## src/rtl/vl_cfg_pkg.sv

```systemverilog
package vl_cfg_pkg;

  typedef enum logic [1:0] {
    SEW_E8  = 2'b00,
    SEW_E16 = 2'b01,
    SEW_E32 = 2'b10,
    SEW_E64 = 2'b11
  } sew_code_e;

  typedef enum logic [2:0] {
    GRP_X1   = 3'b000,
    GRP_X2   = 3'b001,
    GRP_X4   = 3'b010,
    GRP_X8   = 3'b011,
    GRP_RSV4 = 3'b100,
    GRP_RSV5 = 3'b101,
    GRP_QTR  = 3'b110,
    GRP_HALF = 3'b111
  } grp_code_e;

  typedef struct packed {
    sew_code_e sew;
    grp_code_e grp;
    logic      tail_agn;
    logic      mask_agn;
  } vcfg_t;

  function automatic logic grp_reserved(input grp_code_e g);
    return (g == GRP_RSV4) || (g == GRP_RSV5);
  endfunction

endpackage

```

## src/rtl/vl_cap_calc.sv

```systemverilog
module vl_cap_calc
  import vl_cfg_pkg::*;
#(
  parameter int VLEN_BITS = 256,
  parameter int CAP_W     = $clog2(VLEN_BITS) + 1
) (
  input  sew_code_e        sew,
  input  grp_code_e        grp,
  output logic [CAP_W-1:0] cap,
  output logic             bad
);
  localparam int LOGV = $clog2(VLEN_BITS);

  int expn;

  always_comb begin
    expn = LOGV - 3 - int'(sew);
    case (grp)
      GRP_QTR:  expn = expn - 2;
      GRP_HALF: expn = expn - 1;
      default:  expn = expn + int'(grp[1:0]);
    endcase
    cap = '0;
    bad = 1'b0;
    if (grp_reserved(grp) || expn < 0) begin
      bad = 1'b1;
    end else begin
      cap = CAP_W'(1) << expn;
    end
  end

endmodule

```

## src/rtl/vl_grant.sv

```systemverilog
module vl_grant #(
  parameter int AVL_W = 32,
  parameter int CAP_W = 9
) (
  input  logic [AVL_W-1:0] avl,
  input  logic [CAP_W-1:0] cap,
  input  logic             force_zero,
  output logic [AVL_W-1:0] vl
);
  localparam int PAD = AVL_W - CAP_W;

  logic [AVL_W-1:0] cap_ext;

  always_comb begin
    cap_ext = {{PAD{1'b0}}, cap};
    if (force_zero)
      vl = '0;
    else if (avl < cap_ext)
      vl = avl;
    else
      vl = cap_ext;
  end

endmodule

```

## src/rtl/vl_cfg_unit.sv

```systemverilog
module vl_cfg_unit
  import vl_cfg_pkg::*;
#(
  parameter int VLEN_BITS = 256,
  parameter int AVL_W     = 32,
  parameter int CAP_W     = $clog2(VLEN_BITS) + 1
) (
  input  logic             clk,
  input  logic             rst,
  input  logic             req_valid,
  input  logic [AVL_W-1:0] req_avl,
  input  logic [1:0]       req_sew,
  input  logic [2:0]       req_lmul,
  input  logic             req_tail_agn,
  input  logic             req_mask_agn,
  output logic             done,
  output logic [AVL_W-1:0] vl_out,
  output logic [CAP_W-1:0] cap_out,
  output logic             cfg_illegal,
  output logic [1:0]       cfg_sew,
  output logic [2:0]       cfg_lmul,
  output logic             cfg_tail_agn,
  output logic             cfg_mask_agn
);

  vcfg_t            req_cfg;
  vcfg_t            cfg_q;
  logic [CAP_W-1:0] cap_nxt;
  logic             bad_nxt;
  logic [AVL_W-1:0] vl_nxt;

  assign req_cfg = '{sew: sew_code_e'(req_sew), grp: grp_code_e'(req_lmul),
                     tail_agn: req_tail_agn, mask_agn: req_mask_agn};

  vl_cap_calc #(.VLEN_BITS(VLEN_BITS), .CAP_W(CAP_W)) u_cap (
    .sew (req_cfg.sew),
    .grp (req_cfg.grp),
    .cap (cap_nxt),
    .bad (bad_nxt)
  );

  vl_grant #(.AVL_W(AVL_W), .CAP_W(CAP_W)) u_grant (
    .avl        (req_avl),
    .cap        (cap_nxt),
    .force_zero (bad_nxt),
    .vl         (vl_nxt)
  );

  always_ff @(posedge clk) begin
    if (rst) begin
      done        <= 1'b0;
      vl_out      <= '0;
      cap_out     <= '0;
      cfg_illegal <= 1'b1;
      cfg_q       <= '0;
    end else begin
      done <= req_valid;
      if (req_valid) begin
        vl_out      <= vl_nxt;
        cap_out     <= cap_nxt;
        cfg_illegal <= bad_nxt;
        cfg_q       <= req_cfg;
      end
    end
  end

  assign cfg_sew      = cfg_q.sew;
  assign cfg_lmul     = cfg_q.grp;
  assign cfg_tail_agn = cfg_q.tail_agn;
  assign cfg_mask_agn = cfg_q.mask_agn;

endmodule

```

## config.mk

```make
export PLATFORM = sky130hd
export DESIGN_NAME = vl_cfg_unit
export DESIGN_NICKNAME = d
export VERILOG_FILES = /design/src/rtl/vl_cfg_pkg.sv /design/src/rtl/vl_cap_calc.sv /design/src/rtl/vl_grant.sv /design/src/rtl/vl_cfg_unit.sv
export SDC_FILE = /design/constraint.sdc
export NUM_CORES = 1
export LEC_CHECK = 0
export CAP_MARGIN = 20
export CORE_MARGIN = 2
export CORE_UTILIZATION = 55
export DETAILED_ROUTE_END_ITERATION = 12
export DONT_BUFFER_PORTS = 1
export PLACE_DENSITY = 0.8
export SKIP_CTS_REPAIR_TIMING = 1
export SYNTH_ARGS = -nofsm -noshare
export SYNTH_HDL_FRONTEND = slang
export SYNTH_SLANG_ARGS = --single-unit
```

## constraint.sdc

```tcl
create_clock -name clk -period 4 [get_ports clk]
set_clock_uncertainty 0.05 [all_clocks]
set_input_delay 0.6 -clock clk [delete_from_list [all_inputs] [get_ports clk]]
set_output_delay 0.6 -clock clk [all_outputs]
set_load 0.01 [all_outputs]
```

* After elaboration in Yosys (flattened, before gate mapping)
Cells that the tools add are included.
Operators by class: equal/unequal tests 4, reductions and logical operators 2, muxes and demuxes 5, add/sub/neg operators 4, $lt $le $gt $ge 2, shift-type cells 1
Operators with widths (number):
- 32-bit two-way mux | 2
- 32-bit one-hot mux with 2 select lines | 1
- 32-bit by 3-bit adder with 32-bit output | 1
- 32-bit by 1-bit less-than comparator with 1-bit output, second input constant | 1
- 32-bit by 9-bit less-than comparator with 1-bit output | 1
- 1-bit by 32-bit left shift with 9-bit output, first input constant | 1
- 32-bit by 2-bit subtractor with 32-bit output, second input constant | 1
- 32-bit by 3-bit subtractor with 32-bit output, second input constant | 1
- 3-bit equality test, second input constant | 4
- 9-bit two-way mux | 1
- 3-bit by 2-bit subtractor with 4-bit output, first input constant | 1
- 1-bit logical OR | 2
- 1-bit two-way mux | 1
Word-level totals: bits of input ports 42, register bits 50, output and inout port bits 50, logic and storage cells 26

* Longest topological paths before layout
depth in word-level cells 9, mapped depth 16, gate-level depth less buffers 15

* Modules after synthesis
A second synthesis with hierarchy kept.
Second synthesis, totals: cells, all modules 281, area total of the unflattened synthesis 2745.1 um2
By module, submodules not included:
- vl_cfg_unit | times used 1, seq. area each 1001.0 um2, cells each 161, area an instance 1800.5 um2
- vl_grant | times used 1, seq. area each 0.0 um2, cells each 79, area an instance 630.6 um2
- vl_cap_calc | times used 1, seq. area each 0.0 um2, cells each 41, area an instance 314.1 um2

* Least setup slack after synthesis
Ideal clock, no wire load.
kind input to register, start point in req_sew[0], end point reg vl_out[8], path slack 445 ps, setup time 124 ps, arrival time 3381 ps, required time 3826 ps, cell stages on the path 15, cells stage by stage inv_1 -> ha_1 -> inv_1 -> fa_1 -> xnor2_1 -> mux2i_2 -> nor2b_1 -> nand2_1 -> ha_1 -> a21oi_1 -> o21ai_0 -> a2111oi_0 -> o21ai_1 -> o211ai_1 -> nand3_1
On the way: word-level cells in the longest chain between the ends 9
Ends and longest elaborated chain:
- from (decl) | RTL line vl_cfg_unit.sv:12 | input logic [1:0] req_sew,
- 3-bit by 2-bit subtractor with 4-bit output * | RTL line vl_cap_calc.sv:17 | expn = LOGV - 3 - int'(sew);
- 32-bit by 3-bit adder with 32-bit output (tied with other cells) | RTL line vl_cap_calc.sv:21 | default: expn = expn + int'(grp[1:0]);
- 32-bit one-hot mux with 2 select lines * | RTL line vl_cap_calc.sv:18 | case (grp)
- 32-bit by 1-bit less-than comparator with 1-bit output | RTL line vl_cap_calc.sv:25 | if (grp_reserved(grp) || expn < 0) begin
- 1-bit logical OR | RTL line vl_cap_calc.sv:25
- 9-bit two-way mux | RTL line vl_cap_calc.sv:25
- 32-bit by 9-bit less-than comparator with 1-bit output | RTL line vl_grant.sv:18 | else if (avl < cap_ext)
- 32-bit two-way mux | RTL line vl_grant.sv:18
- 32-bit two-way mux * | RTL line vl_grant.sv:16 | if (force_zero)
- to (signal assigned) | RTL line vl_cfg_unit.sv:59 | vl_out <= vl_nxt;
- to (decl) | RTL line vl_cfg_unit.sv:17 | output logic [AVL_W-1:0] vl_out,
Mark *: on every way between the ends. The rest lies on a longest branch, timed or not. A chain may end at the register's enable or synchronous reset.

* Worst setup path in the final report
start point in req_sew[0], end point reg vl_out[6]
The elaborated chain is that of the path after synthesis.

==> results_dict.tcl <==
set metrics [dict create \
    cts.sinks 50 \
    fp.dieW_um 68.0 \
    drive_above_1_share 0.0950 \
    pin_count 92 \
    initial_utilization 0.568 \
    routedWlPerCell_um 15.6 \
    placed_area_mm2 0.00229 \
    timing.hold.ws_ns 0.322 \
    crit_type "in2reg" \
    area_growth_pct 5.94 \
    yosysMostFrequentCell "dfxtp_1" \
    die-area_mm2 0.00463 \
    slowest_stage "a2111oi_0" \
    cts_buffers 5 \
    yosys.area.top_type_share 0.444 \
    vias_per_cell 5.62 \
    diodes 0 \
    yosysWarningCount 0 \
    cts_max_path_buffers 2 \
    fin_crit_ns 3.64 \
    critPathMaxFanout 9 \
    worstPathCellList "inv_1, ha_1, inv_1, fa_1, xnor2_1, mux2i_2, nor2b_1, nand2_1, ha_1, a21oi_1, o21ai_0, a2111oi_0, o21ai_1, o21ai_0, nand3_1" \
    timing.final.crit_share 0.910 \
    setup_tns_ns 0 \
    slew_headroom 0.625 \
    cp.buffers_inverters 2 \
    cts-root-buf "clkbuf_8" \
    synth_cell_type_count 43 \
    clk_latency_ns 0.29 \
    setup_viol 0 \
    grt_overflow 0 \
    critPathRequiredTime_ns 4.13 \
    vias 1641 \
    drv_slew 0 \
    yosys-top-cells-count "dfxtp_1 (50), and2_1 (27), nand2_1 (21)" \
    post-route-cell-area_mm2 0.00239 \
    grt_pass1_wl_mm 7.03 \
    grt_pass1_vias 1657 \
    ys_seq_area_frac 0.444 \
    drtPass1Iterations 4 \
    synth_edf_count 0 \
    place_congestion 0.923 \
    worst_slew_pin_slew_ns 0.548 \
    topRoutingLayerUsed "met4" \
    async_reset_ff_frac 0 \
    hold_viol 0 \
    power.static_leakage_uw 0.00103 \
    status "finished, final reports clean" \
    max_stage_delay_ns 0.52 \
    maxCapViolations 0 \
    critPathArrivalTime_ns 3.77 \
    critPathLaunchType "primary input" \
    grt_use_total 0.201 \
    vdd_drop_max_v 0.000359 \
    final_util 0.601 \
    io_buffers 0 \
    cts_tree "done" \
    wl_met2_mm 2.10 \
    fp.coreArea_mm2 0.00397 \
    synthFlopType "dfxtp_1" \
    synth_cells 240 \
    yosysTopAreaCell "dfxtp_1" \
    drt-initial-drc-count 88 \
    ant_nets 0 \
    antenna_found_initial 0 \
    p_per_area_mw_per_mm2 380 \
    synthTopCellsByArea "dfxtp_1 (44%), and2_1 (7.5%), ha_1 (7.2%)" \
    clk_pin_slew_ns 0.08 \
    netlist_area_mm2 0.00225 \
    rsz0062_at_grt "no" \
    dp_hpwl_mm 3.58 \
    wl_met1_mm 2.02 \
    endpoint_kind "flop" \
    fin_nets 297 \
    syn_nets 296 \
    grt_max_degree 30 \
    die_h_um 68.0 \
    drc_errors 0 \
    fp-row-count 23 \
    wl_met3_um 415 \
    cp_top_family "compound AO/OA/AOI/OAI gates" \
    hold_class "in2reg" \
    fmax_mhz 275 \
    htree_levels 2 \
    wl_mm 4.55 \
    syn_avg_cell_area_um2 9.39 \
    synth_seq_cells 50 \
]
## sequential cells by signal, summed over array words and instances (netlist names)
| register | flops |
|---|---|
| cfg_illegal | 1 |
| done | 1 |
| cfg_mask_agn | 1 |
| cfg_tail_agn | 1 |
| vl_out | 32 |
| cfg_lmul | 3 |
| cap_out | 9 |
| cfg_sew | 2 |
## path summary, 6_finish.rpt
kind                                    to                startpoint  slack, ns  depth (start not counted)
setup / recovery    vl_out[6]$_SDFFE_PP0P_                req_sew[0]       0.36                         15
hold / removal    cfg_lmul[1]$_SDFFE_PP0P_                       rst       0.32                          1
setup reg to reg  cfg_illegal$_SDFFE_PP1P_  cfg_illegal$_SDFFE_PP1P_       3.25                          2
hold reg to reg     vl_out[3]$_SDFFE_PP0P_    vl_out[3]$_SDFFE_PP0P_       0.46                          2
## metal layers
layer,track usage,up-vias
met5,0,-
met4,0.0525,0
met3,0.0822,2
met1,0.244,751
met2,0.331,58
li1,-,830
## layout make-up
| cell class | count | area (um^2) |
|---|---|---|
| Multi-Input combinational cell | 173 | 1170 |
| Sequential cell | 50 | 1000 |
| Clock buffer | 6 | 82.6 |
| Clock inverter | 2 | 12.5 |
| Tap cell | 50 | 62.6 |
| Inverter | 6 | 22.5 |
| Fill cell | 356 | 1580 |
| Timing Repair Buffer | 5 | 37.5 |
## placed cells by master, fill, tap and decap left out, types with 6 or more instances in the layout
| master | synthesis | routed |
|---|---|---|
| ha_1 | 13 | 13 |
| nand2_1 | 21 | 21 |
| o21ai_0 | 11 | 11 |
| a21o_1 | 8 | 8 |
| clkbuf_8 | 0 | 6 |
| inv_1 | 6 | 6 |
| nand3_1 | 11 | 11 |
| nand4_1 | 10 | 10 |
| and2_1 | 27 | 27 |
| dfxtp_1 | 50 | 50 |
| nor2_1 | 16 | 15 |
| mux2i_1 | 8 | 8 |
## cells by family after synthesis
logic type | count (synthesis) | share of synthesized area
XOR/XNOR | 2 | 0.00777
AO/OA/AOI/OAI | 36 | 0.120
AND/OR/NAND/NOR | 111 | 0.262
adder cells (fa/ha/maj) | 14 | 0.0810
buffers and inverters | 17 | 0.0383
multiplexers | 10 | 0.0466
flip-flops | 50 | 0.444
## through the flow
stage	total power [uW]	instances	worst slack (ns)
after floorplan	611	240	0.445
after global placement	623	284	0.221
after detailed placement	628	284	0.0643
after CTS	920	292	0.372
after global routing	955	292	0.110
final	909	292	0.360
## worst reg2reg max path, cell delays in order (launching register included)
cell	delay, ns
dfxtp_1	0.35
nor3_1	0.18
nor2_1	0.06
## where the power goes
part	leakage (uW)	internal, uW	switching [uW]
logic	0.000577	42.1	57.1
clock network	0.0000472	139	153
registers	0.000405	507	10.7
total	0.00103	688	221
(Power assumes the default switching activity.)
